**config.mk**
```make
export PLATFORM = sky130hd
export DESIGN_NAME = skew_clk_bank
export DESIGN_NICKNAME = d
export VERILOG_FILES = /design/src/rtl/skew_pkg.sv /design/src/rtl/skew_phase_gen.sv /design/src/rtl/skew_bank_lane.sv /design/src/rtl/skew_clk_bank.sv
export SDC_FILE = /design/constraint.sdc
export NUM_CORES = 1
export LEC_CHECK = 0
export BUFFER_PORTS_ARGS = -buffer_cell sky130_fd_sc_hd__buf_2
export CORE_AREA = 2 2 155 157
export CTS_CLUSTER_SIZE = 28
export DETAILED_ROUTE_END_ITERATION = 16
export DIE_AREA = 0 0 157 159
export SLEW_MARGIN = 15
export SYNTH_ARGS = -nofsm -noshare
export SYNTH_HDL_FRONTEND = slang
export SYNTH_HIERARCHICAL = 1
export SYNTH_SLANG_ARGS = --single-unit
```
**constraint.sdc**
```tcl
create_clock -name clk_i -period 7.2 [get_ports clk_i]
set_clock_uncertainty 0.2 [all_clocks]
set_input_delay 0 -clock clk_i [delete_from_list [all_inputs] [get_ports clk_i]]
set_output_delay 0 -clock clk_i [all_outputs]
set_load 0.1 [all_outputs]
```
**src/rtl/skew_pkg.sv**
```systemverilog
package skew_pkg;
  localparam int unsigned NUM_BANKS = 4;

  typedef enum logic [1:0] {
    MODE_SHIFT = 2'd0,
    MODE_DIV2  = 2'd1,
    MODE_DIV4  = 2'd2,
    MODE_INV   = 2'd3
  } lane_mode_e;

  typedef struct packed {
    lane_mode_e       mode;
    logic signed [3:0] ofs;
    logic             lo_lo;
  } tap_cfg_t;

  function automatic int unsigned level3(input logic [1:0] code);
    return (code == 2'b00) ? 0 : (code == 2'b10) ? 2 : 1;
  endfunction

  function automatic tap_cfg_t tap_decode(input int unsigned bank, input logic [3:0] code);
    tap_cfg_t    cfg;
    int unsigned idx;
    idx       = 3 * level3(code[3:2]) + level3(code[1:0]);
    cfg.mode  = MODE_SHIFT;
    cfg.ofs   = '0;
    cfg.lo_lo = (idx == 0);
    if (bank < 2) begin
      cfg.ofs = 4'(int'(idx) - 4);
    end else if (idx == 0) begin
      cfg.mode = MODE_DIV2;
    end else if (idx == 8) begin
      cfg.mode = (bank == 2) ? MODE_DIV4 : MODE_INV;
    end else begin
      cfg.ofs = 4'(2 * (int'(idx) - 4));
    end
    return cfg;
  endfunction
endpackage

```
**src/rtl/skew_phase_gen.sv**
```systemverilog
module skew_phase_gen #(
  parameter int unsigned PER_LO = 44,
  parameter int unsigned PER_MD = 26,
  parameter int unsigned PER_HI = 16,
  parameter int unsigned PW     = 7
) (
  input  logic          clk_i,
  input  logic          rst_ni,
  input  logic [1:0]    range_sel_i,
  input  logic          edge_pol_i,
  output logic [PW-1:0] ph_o,
  output logic [PW-1:0] per_o,
  output logic [1:0]    div_cnt_o,
  output logic          ref_mark_o
);
  logic [PW-1:0] ph_q;
  logic [PW-1:0] anchor;
  logic [1:0]    cnt_q;
  logic          hit;

  always_comb begin
    unique case (range_sel_i)
      2'b00:   per_o = PW'(PER_LO);
      2'b10:   per_o = PW'(PER_HI);
      default: per_o = PW'(PER_MD);
    endcase
  end

  assign anchor    = edge_pol_i ? '0 : (per_o >> 1);
  assign hit       = (ph_q == anchor);
  assign div_cnt_o = cnt_q + {1'b0, hit};
  assign ph_o      = ph_q;

  always_ff @(posedge clk_i or negedge rst_ni) begin
    if (!rst_ni) begin
      ph_q       <= '0;
      cnt_q      <= '0;
      ref_mark_o <= 1'b0;
    end else begin
      // range change may leave ph_q beyond the new period: wrap at once
      ph_q       <= (ph_q >= per_o - PW'(1)) ? '0 : ph_q + PW'(1);
      cnt_q      <= div_cnt_o;
      ref_mark_o <= hit;
    end
  end
endmodule

```
**src/rtl/skew_bank_lane.sv**
```systemverilog
module skew_bank_lane
  import skew_pkg::*;
#(
  parameter int unsigned BANK = 0,
  parameter int unsigned PW   = 7
) (
  input  logic          clk_i,
  input  logic          rst_ni,
  input  logic [PW-1:0] ph_i,
  input  logic [PW-1:0] per_i,
  input  logic [1:0]    div_cnt_i,
  input  logic [3:0]    tap_i,
  input  logic          edge_pol_i,
  input  logic          hold_i,
  input  logic          test_i,
  output logic          clk_o
);
  tap_cfg_t cfg;
  logic     raw, stop_lvl, stop_req, en_q, en_nx;
  int       half, sph;

  assign cfg = tap_decode(BANK, tap_i);

  always_comb begin
    half = int'(per_i) >> 1;
    // negative offsets become positive delays modulo the period
    sph  = int'(ph_i) + int'(per_i) - int'($signed(cfg.ofs));
    if (sph >= 2 * int'(per_i)) sph = sph - 2 * int'(per_i);
    else if (sph >= int'(per_i)) sph = sph - int'(per_i);
    unique case (cfg.mode)
      MODE_DIV2: raw = div_cnt_i[0];
      MODE_DIV4: raw = div_cnt_i[1];
      MODE_INV:  raw = !(int'(ph_i) < half);
      default:   raw = (sph < half);
    endcase
  end

  generate
    if (BANK == 2) begin : g_fb_bank
      assign stop_req = hold_i && test_i && cfg.lo_lo;
    end else begin : g_std_bank
      assign stop_req = hold_i && (test_i ? cfg.lo_lo : 1'b1);
    end
  endgenerate

  assign stop_lvl = (cfg.mode == MODE_INV) ? edge_pol_i : 1'b0;
  // gate state may change only where the lane already sits at the stop level
  assign en_nx    = (raw == stop_lvl) ? !stop_req : en_q;

  always_ff @(posedge clk_i or negedge rst_ni) begin
    if (!rst_ni) begin
      en_q  <= 1'b1;
      clk_o <= 1'b0;
    end else begin
      en_q  <= en_nx;
      clk_o <= en_nx ? raw : stop_lvl;
    end
  end
endmodule

```
**src/rtl/skew_clk_bank.sv**
```systemverilog
module skew_clk_bank
  import skew_pkg::*;
#(
  parameter int unsigned PER_LO = 44,
  parameter int unsigned PER_MD = 26,
  parameter int unsigned PER_HI = 16
) (
  input  logic                   clk_i,
  input  logic                   rst_ni,
  input  logic [1:0]             range_sel_i,
  input  logic [4*NUM_BANKS-1:0] tap_sel_i,
  input  logic                   edge_pol_i,
  input  logic                   out_hold_i,
  input  logic                   test_mode_i,
  output logic [2*NUM_BANKS-1:0] bank_clk_o,
  output logic                   ref_mark_o
);
  localparam int unsigned PER_MAX = (PER_LO > PER_MD) ? ((PER_LO > PER_HI) ? PER_LO : PER_HI)
                                                      : ((PER_MD > PER_HI) ? PER_MD : PER_HI);
  localparam int unsigned PW      = $clog2(PER_MAX) + 1;

  logic [PW-1:0] ph, per;
  logic [1:0]    div_cnt;

  skew_phase_gen #(
    .PER_LO(PER_LO), .PER_MD(PER_MD), .PER_HI(PER_HI), .PW(PW)
  ) u_phase (
    .clk_i      (clk_i),
    .rst_ni     (rst_ni),
    .range_sel_i(range_sel_i),
    .edge_pol_i (edge_pol_i),
    .ph_o       (ph),
    .per_o      (per),
    .div_cnt_o  (div_cnt),
    .ref_mark_o (ref_mark_o)
  );

  for (genvar b = 0; b < NUM_BANKS; b++) begin : g_bank
    logic lane_clk;
    skew_bank_lane #(.BANK(b), .PW(PW)) u_lane (
      .clk_i     (clk_i),
      .rst_ni    (rst_ni),
      .ph_i      (ph),
      .per_i     (per),
      .div_cnt_i (div_cnt),
      .tap_i     (tap_sel_i[4*b +: 4]),
      .edge_pol_i(edge_pol_i),
      .hold_i    (out_hold_i),
      .test_i    (test_mode_i),
      .clk_o     (lane_clk)
    );
    assign bank_clk_o[2*b +: 2] = {2{lane_clk}};
  end
endmodule

```
==> metrics, run 1 <==
CP Data Required Time between 7000 and 8000 ps; Num CTS Buffers 3; syn_area_per_cell just under 8 sq um; EDFF count, synth 0; worst-path fanout max 7; final period utilization 95.6%; #FFs+latches synth 18; Initial Utilization between 30% and 40%; Final Max Tran Viols 0; Die Y between 150 and 200 um; register area share after synthesis ~4.9%; Worst Hold Class input pin to async pin; worst r2r dst g_bank[3].u_lane/en_q$_DFF_PN1_; Startpoint Class input pin; port bufs 31; initial DRC count 357; first-pass GRT wire length 39,100 um; Die Wd approximately 160 um; Fmax about 0.15 GHz; ys async rst share between 90% and 100%; Slew @ Worst Pin approximately 620 ps; synthesized area about 9000 sq um; critical path class input pin to flop; fraction of synthesized area in multiplexers 2.44%; Post-DRT Antenna Nets 0; slew margin rel. 58.1%; Distinct cells, synth roughly 100; most frequent cells in the layout 190 x ha_1, 100 x inv_1, 93 x a21oi_1, 76 x nand2_1, 69 x nor2_1; WL/cell roughly 15 um; antenna diode count 0; # rows 56; GRT Util Overall a little under a fifth; reg2reg setup slack just over 400 ps; routability cong. between 0.9 and 1; RSZ-0062 raised after global routing true; Syn Inst Count roughly 1,200; share of cells above drive strength 1 15.9%; total number of vias about 8,500; initial antenna violation count 0; largest family of logic cells by synthesized area adder cells; die area roughly 25,000 sq um; post-DP HPWL a little under 20,000 um; r2r startpoint u_phase/ph_o[1]$_DFF_PN0_; CTS root buffer clkbuf_16; Adder-Cell Fraction of Synth Area between 30% and 40%; Synth Area in XOR/XNOR just over 8%; simple-gate area share of the yosys netlist between 20% and 30%; Worst-Skew Late Latency approximately 260 ps; outcome finished clean; Post-synth top flop dfrtp_1; Synth Area in Compound Gates 25.6%; DRC 0; Longest Clk Path Bufs 2; final hold violations 0; clock slew at reported path FFs 60 ps; CP max-delay cell or4_1; synth-to-layout area growth 12.7%; most common cell after layout, fill and taps aside ha_1; IO Count 32; total global routing overflow 0; MaxCap Viol Count 0; CTS sink count 18; Fin Setup TNS 0 ps; post-route cell area ~10,000 sq um; count of warnings emitted by yosys 6; Area after DPL between 9000 and 10,000 sq um; Worst path most repeated cell ha_1; nets 1,487; Tmin final slightly below 7000 ps; WL final 23,500 um; Core ar. 23,200 sq um; vias in the first global route 8,095; CP peak stage delay 530 ps; CP endpoint g_bank[2].u_lane/en_q$_DFF_PN1_; final setup vio count 0; largest net degree at the start of global routing 19; mean number of vias per cell approximately 5.4; CTS tree yes; Worst R2R Path Depth 32; Critical Path End Type flop; WP data arrival 6870 ps; drt pass-1 iters 7; Critical Path Start tap_sel_i[11]; fillers between 2,000 and 2,500; # H-tree levels 1
-- kinds of logic (layout without fill, tap and decap cells) --
| logic type | Yosys count | after routing |
|---|---|---|
| other cells | 2 | 4 |
| fa+ha+maj | 219 | 219 |
| buf+inv | 133 | 196 |
| flops | 18 | 18 |
| mux | 21 | 21 |
| xor+xnor | 81 | 81 |
| simple gates | 364 | 364 |
| compound gates | 341 | 341 |
-- worst max-delay path: cells and delay by family --
family	cells	cell delay, ps
compound gates	11	2180
xor+xnor	1	470
fa+ha+maj	6	1670
buf+inv	4	590
mux	1	130
simple gates	6	1800
-- through the flow --
step                cells  util [%]  setup WS [ps]  hold slack [ps]
global placement     1540      42.7           98.9             -219
global route         1563      44.8          -95.8             91.3
CTS                  1548      43.3           79.4             40.5
floorplan            1181         -            303             -496
finish               1563      44.8            314             47.3
detailed placement   1540      42.7          -55.4             -214
-- Yosys cell counts (5+ instances only) --
cell,count,area share [%]
a211oi_1,18,1.5
a211o_1,9,0.85
o21bai_1,16,1.3
o21ai_1,14,0.76
o21a_1,10,0.81
a21o_1,39,3.2
xnor2_1,58,5.5
nand4_1,16,1.1
nand4b_1,6,0.57
inv_1,101,4.1
nand2b_1,34,2.3
o22ai_1,5,0.34
or3_1,11,0.75
nor4b_1,6,0.57
xor2_1,19,1.8
ha_1,199,27
nor3_1,25,1.4
nor3b_1,5,0.41
buf_4,11,0.90
a21oi_1,98,5.3
a31oi_1,6,0.41
fa_1,20,4.3
clkbuf_1,17,0.69
o211ai_1,16,1.3
nor4_1,6,0.41
nand3_1,26,1.4
dfrtp_1,14,3.8
nor2_1,71,2.9
o21ai_0,50,2.7
or2_2,14,0.95
nand2_1,76,3.1
and2_1,6,0.41
nor2b_1,26,1.8
mux2i_1,15,1.6
-- metal layers --
layer / routed length (um) / global-route usage (%)
met2: 11300 / 32.6
met1: 11500 / 25.7
met5: 0 / 0
met3: 463 / 0.435
met4: 255 / 3.29
-- registers in the layout, summed over array words and instances (netlist names) --
| signal | flops |
|---|---|
| g_bank.u_lane/en_q | 4 |
| u_phase/cnt_q | 2 |
| u_phase/ref_mark_o | 1 |
| u_phase/ph_o | 7 |
| g_bank.u_lane/clk_o | 4 |
-- layout make-up --
type                       instances  area, sq um  area share (%)
timing repair buffer              90          608            5.85
tap                              319          399            3.84
sequential                        18          457            4.39
clock buffer                       4         88.8           0.855
multi-input combinational       1030         8450            81.3
inverter                         102          387            3.72
-- worst min path at each step --
| stage | from | end | slack, ps | cells past startpoint |
|---|---|---|---|---|
| 2_1_floorplan | rst_ni | g_bank[0].u_lane/clk_o$_DFF_PN0_ | -500 | 0 |
| 3_3_place_gp | rst_ni | u_phase/ref_mark_o$_DFF_PN0_ | -220 | 1 |
| 3_5_place_dp | rst_ni | g_bank[1].u_lane/clk_o$_DFF_PN0_ | -210 | 1 |
| 4_1_cts | rst_ni | g_bank[1].u_lane/clk_o$_DFF_PN0_ | 40 | 2 |
| 5_1_grt | rst_ni | g_bank[1].u_lane/clk_o$_DFF_PN0_ | 90 | 2 |
| 6_report | rst_ni | g_bank[1].u_lane/clk_o$_DFF_PN0_ | 50 | 2 |
-- what timing repair did --
| item | in CTS | in global routing |
|---|---|---|
| hold endpoints to repair | 22 | 0 |
| resized for setup | 1 | 45 |
| pin swaps | 0 | 6 |
| hold buffers | 4 | 0 |
| endpoints found under the setup margin | 1 | 6 |
| setup buffers | 0 | 15 |
Power of run 1 is not shown: default switching activity piles up to over one toggle a cycle in this logic, so the estimate is an artifact.
==> run 2, diff against run 1 <==
- clock period: 7.2 -> 6.92 ns (I/O delays scaled with it)
==> run 2 against run 1 <==
Critical path depth is 2 higher; design area is 3.7% higher; sequential share of layout area is 0.16 points lower; global-route usage is 1.1 points higher; core utilization is 1.7 points higher; via count is 3.2% higher; cell count is 2.2% higher; hold slack worse by 41 ps; critical path type is now flop to flop; critical endpoint unchanged; highest routed layer unchanged.
==> metrics, run 2 (synthesis results as in run 1) <==
IO Count 32; critical path class flop to flop; total global routing overflow 0; Die Y ~160 um; die area roughly 25,000 sq um; CP Data Required Time a little under 7000 ps; total number of vias 8,747; Slew @ Worst Pin approximately 670 ps; post-DP HPWL 20,300 um; CTS tree yes; slew margin rel. 54.8%; Worst-Skew Late Latency between 200 and 300 ps; most common cell after layout, fill and taps aside ha_1; MaxCap Viol Count 0; CTS sink count 18; Post-DRT Antenna Nets 0; Core ar. between 20,000 and 25,000 sq um; multi-input logic area ~8600 sq um; Initial Utilization about two fifths; WL final 24,700 um; Final Max Tran Viols 0; DRC 0; most frequent cells in the layout 185 x ha_1, 100 x inv_1, 88 x buf_4, 87 x a21oi_1, 74 x nand2_1; vias in the first global route 8,588; final setup vio count 0; sequential cell area approximately 460 sq um; first-pass GRT wire length about 41,000 um; Tmin final 6590 ps; CP max-delay cell or4_1; WP data arrival roughly 6600 ps; nets roughly 1,500; clock slew at reported path FFs around 60 ps; outcome finished clean; share of cells above drive strength 1 20.2%; Worst path most repeated cell ha_1; fillers ~2,300; Die Wd around 160 um; Longest Clk Path Bufs 2; routability cong. 0.919; Num CTS Buffers 3; Fin Setup TNS 0 ps; # H-tree levels 1; synth-to-layout area growth 16.9%; final hold violations 0; port bufs 31; largest net degree at the start of global routing 19; WL/cell roughly 15 um; Critical Path End Type flop; Finished Layout Cells approximately 1,600; CP peak stage delay a little over 500 ps; final hold slack about 6 ps; Fmax ~0.15 GHz; Post-Place Cells approximately 1,600; max reg flops 7; CTS root buffer clkbuf_16; drt pass-1 iters 5; worst-path fanout max 5; initial antenna violation count 1; initial DRC count 406; mean number of vias per cell roughly 5.5; Worst Hold Class input pin to flop; Startpoint Class flop; # rows 56; Worst R2R Path Depth 31; final period utilization between 90 and 100%; GRT Util Overall between 10% and 20%; WHS Path Cells 4
==> run 2: stage by stage <==
stage          area [sq um]  setup slack, ps  util, %
2_1_floorplan          9230             22.7        -
3_3_place_gp          10100            -23.6     43.7
3_5_place_dp          10100             -140     43.7
4_1_cts               10300             7.78     44.3
5_1_grt               10800            -46.5     46.5
6_report              10800              329     46.5
==> run 2: cell type report <==
cell class | instances | share of cell area [%]
inverters | 102 | 3.55
repair buffers | 123 | 7.95
well taps | 319 | 3.70
flip-flops and latches | 18 | 4.24
multi-input cells | 1030 | 79.7
clock buffers | 4 | 0.824
diodes | 1 | 0.0232
==> run 2: worst max-delay path: cells and delay by family (launching register included) <==
family,cells,cell delay (ps)
xor+xnor,3,840
fa+ha+maj,5,1270
compound gates,13,1840
simple gates,8,1580
buf+inv,2,340
flops,1,460
==> run 2: what timing repair did <==
| item | 4_1_cts | 5_1_grt |
|---|---|---|
| cloned | 0 | 0 |
| endpoints found under the hold margin | 22 | 0 |
| hold buffers | 3 | 0 |
| gates resized for setup | 4 | 72 |
| endpoints found under the setup margin | 2 | 8 |
| buffers inserted | 0 | 18 |
| pin swaps | 0 | 32 |
==> run 2: path summary, 6_finish.rpt <==
path,startpoint,end,slack [ps]
hold / removal,test_mode_i,g_bank[0].u_lane/en_q$_DFF_PN1_,6
hold reg to reg,u_phase/cnt_q[1]$_DFF_PN0_,u_phase/cnt_q[1]$_DFF_PN0_,270
min in group asynchronous,rst_ni,g_bank[3].u_lane/clk_o$_DFF_PN0_,40
setup reg to reg,u_phase/ph_o[1]$_DFF_PN0_,g_bank[2].u_lane/en_q$_DFF_PN1_,330
setup / recovery,u_phase/ph_o[1]$_DFF_PN0_,g_bank[2].u_lane/en_q$_DFF_PN1_,330
max in group asynchronous,rst_ni,u_phase/ph_o[1]$_DFF_PN0_,6110
==> run 2: layer usage <==
layer	track usage [%]	vias to the layer above	part of all wire [%]
li1	-	4506	-
met1	27.0	4097	48
met2	34.0	115	48
met3	0.354	29	1.6
met4	5.21	0	2.1
met5	0	-	0
Power of run 2 is left out for the same reason.
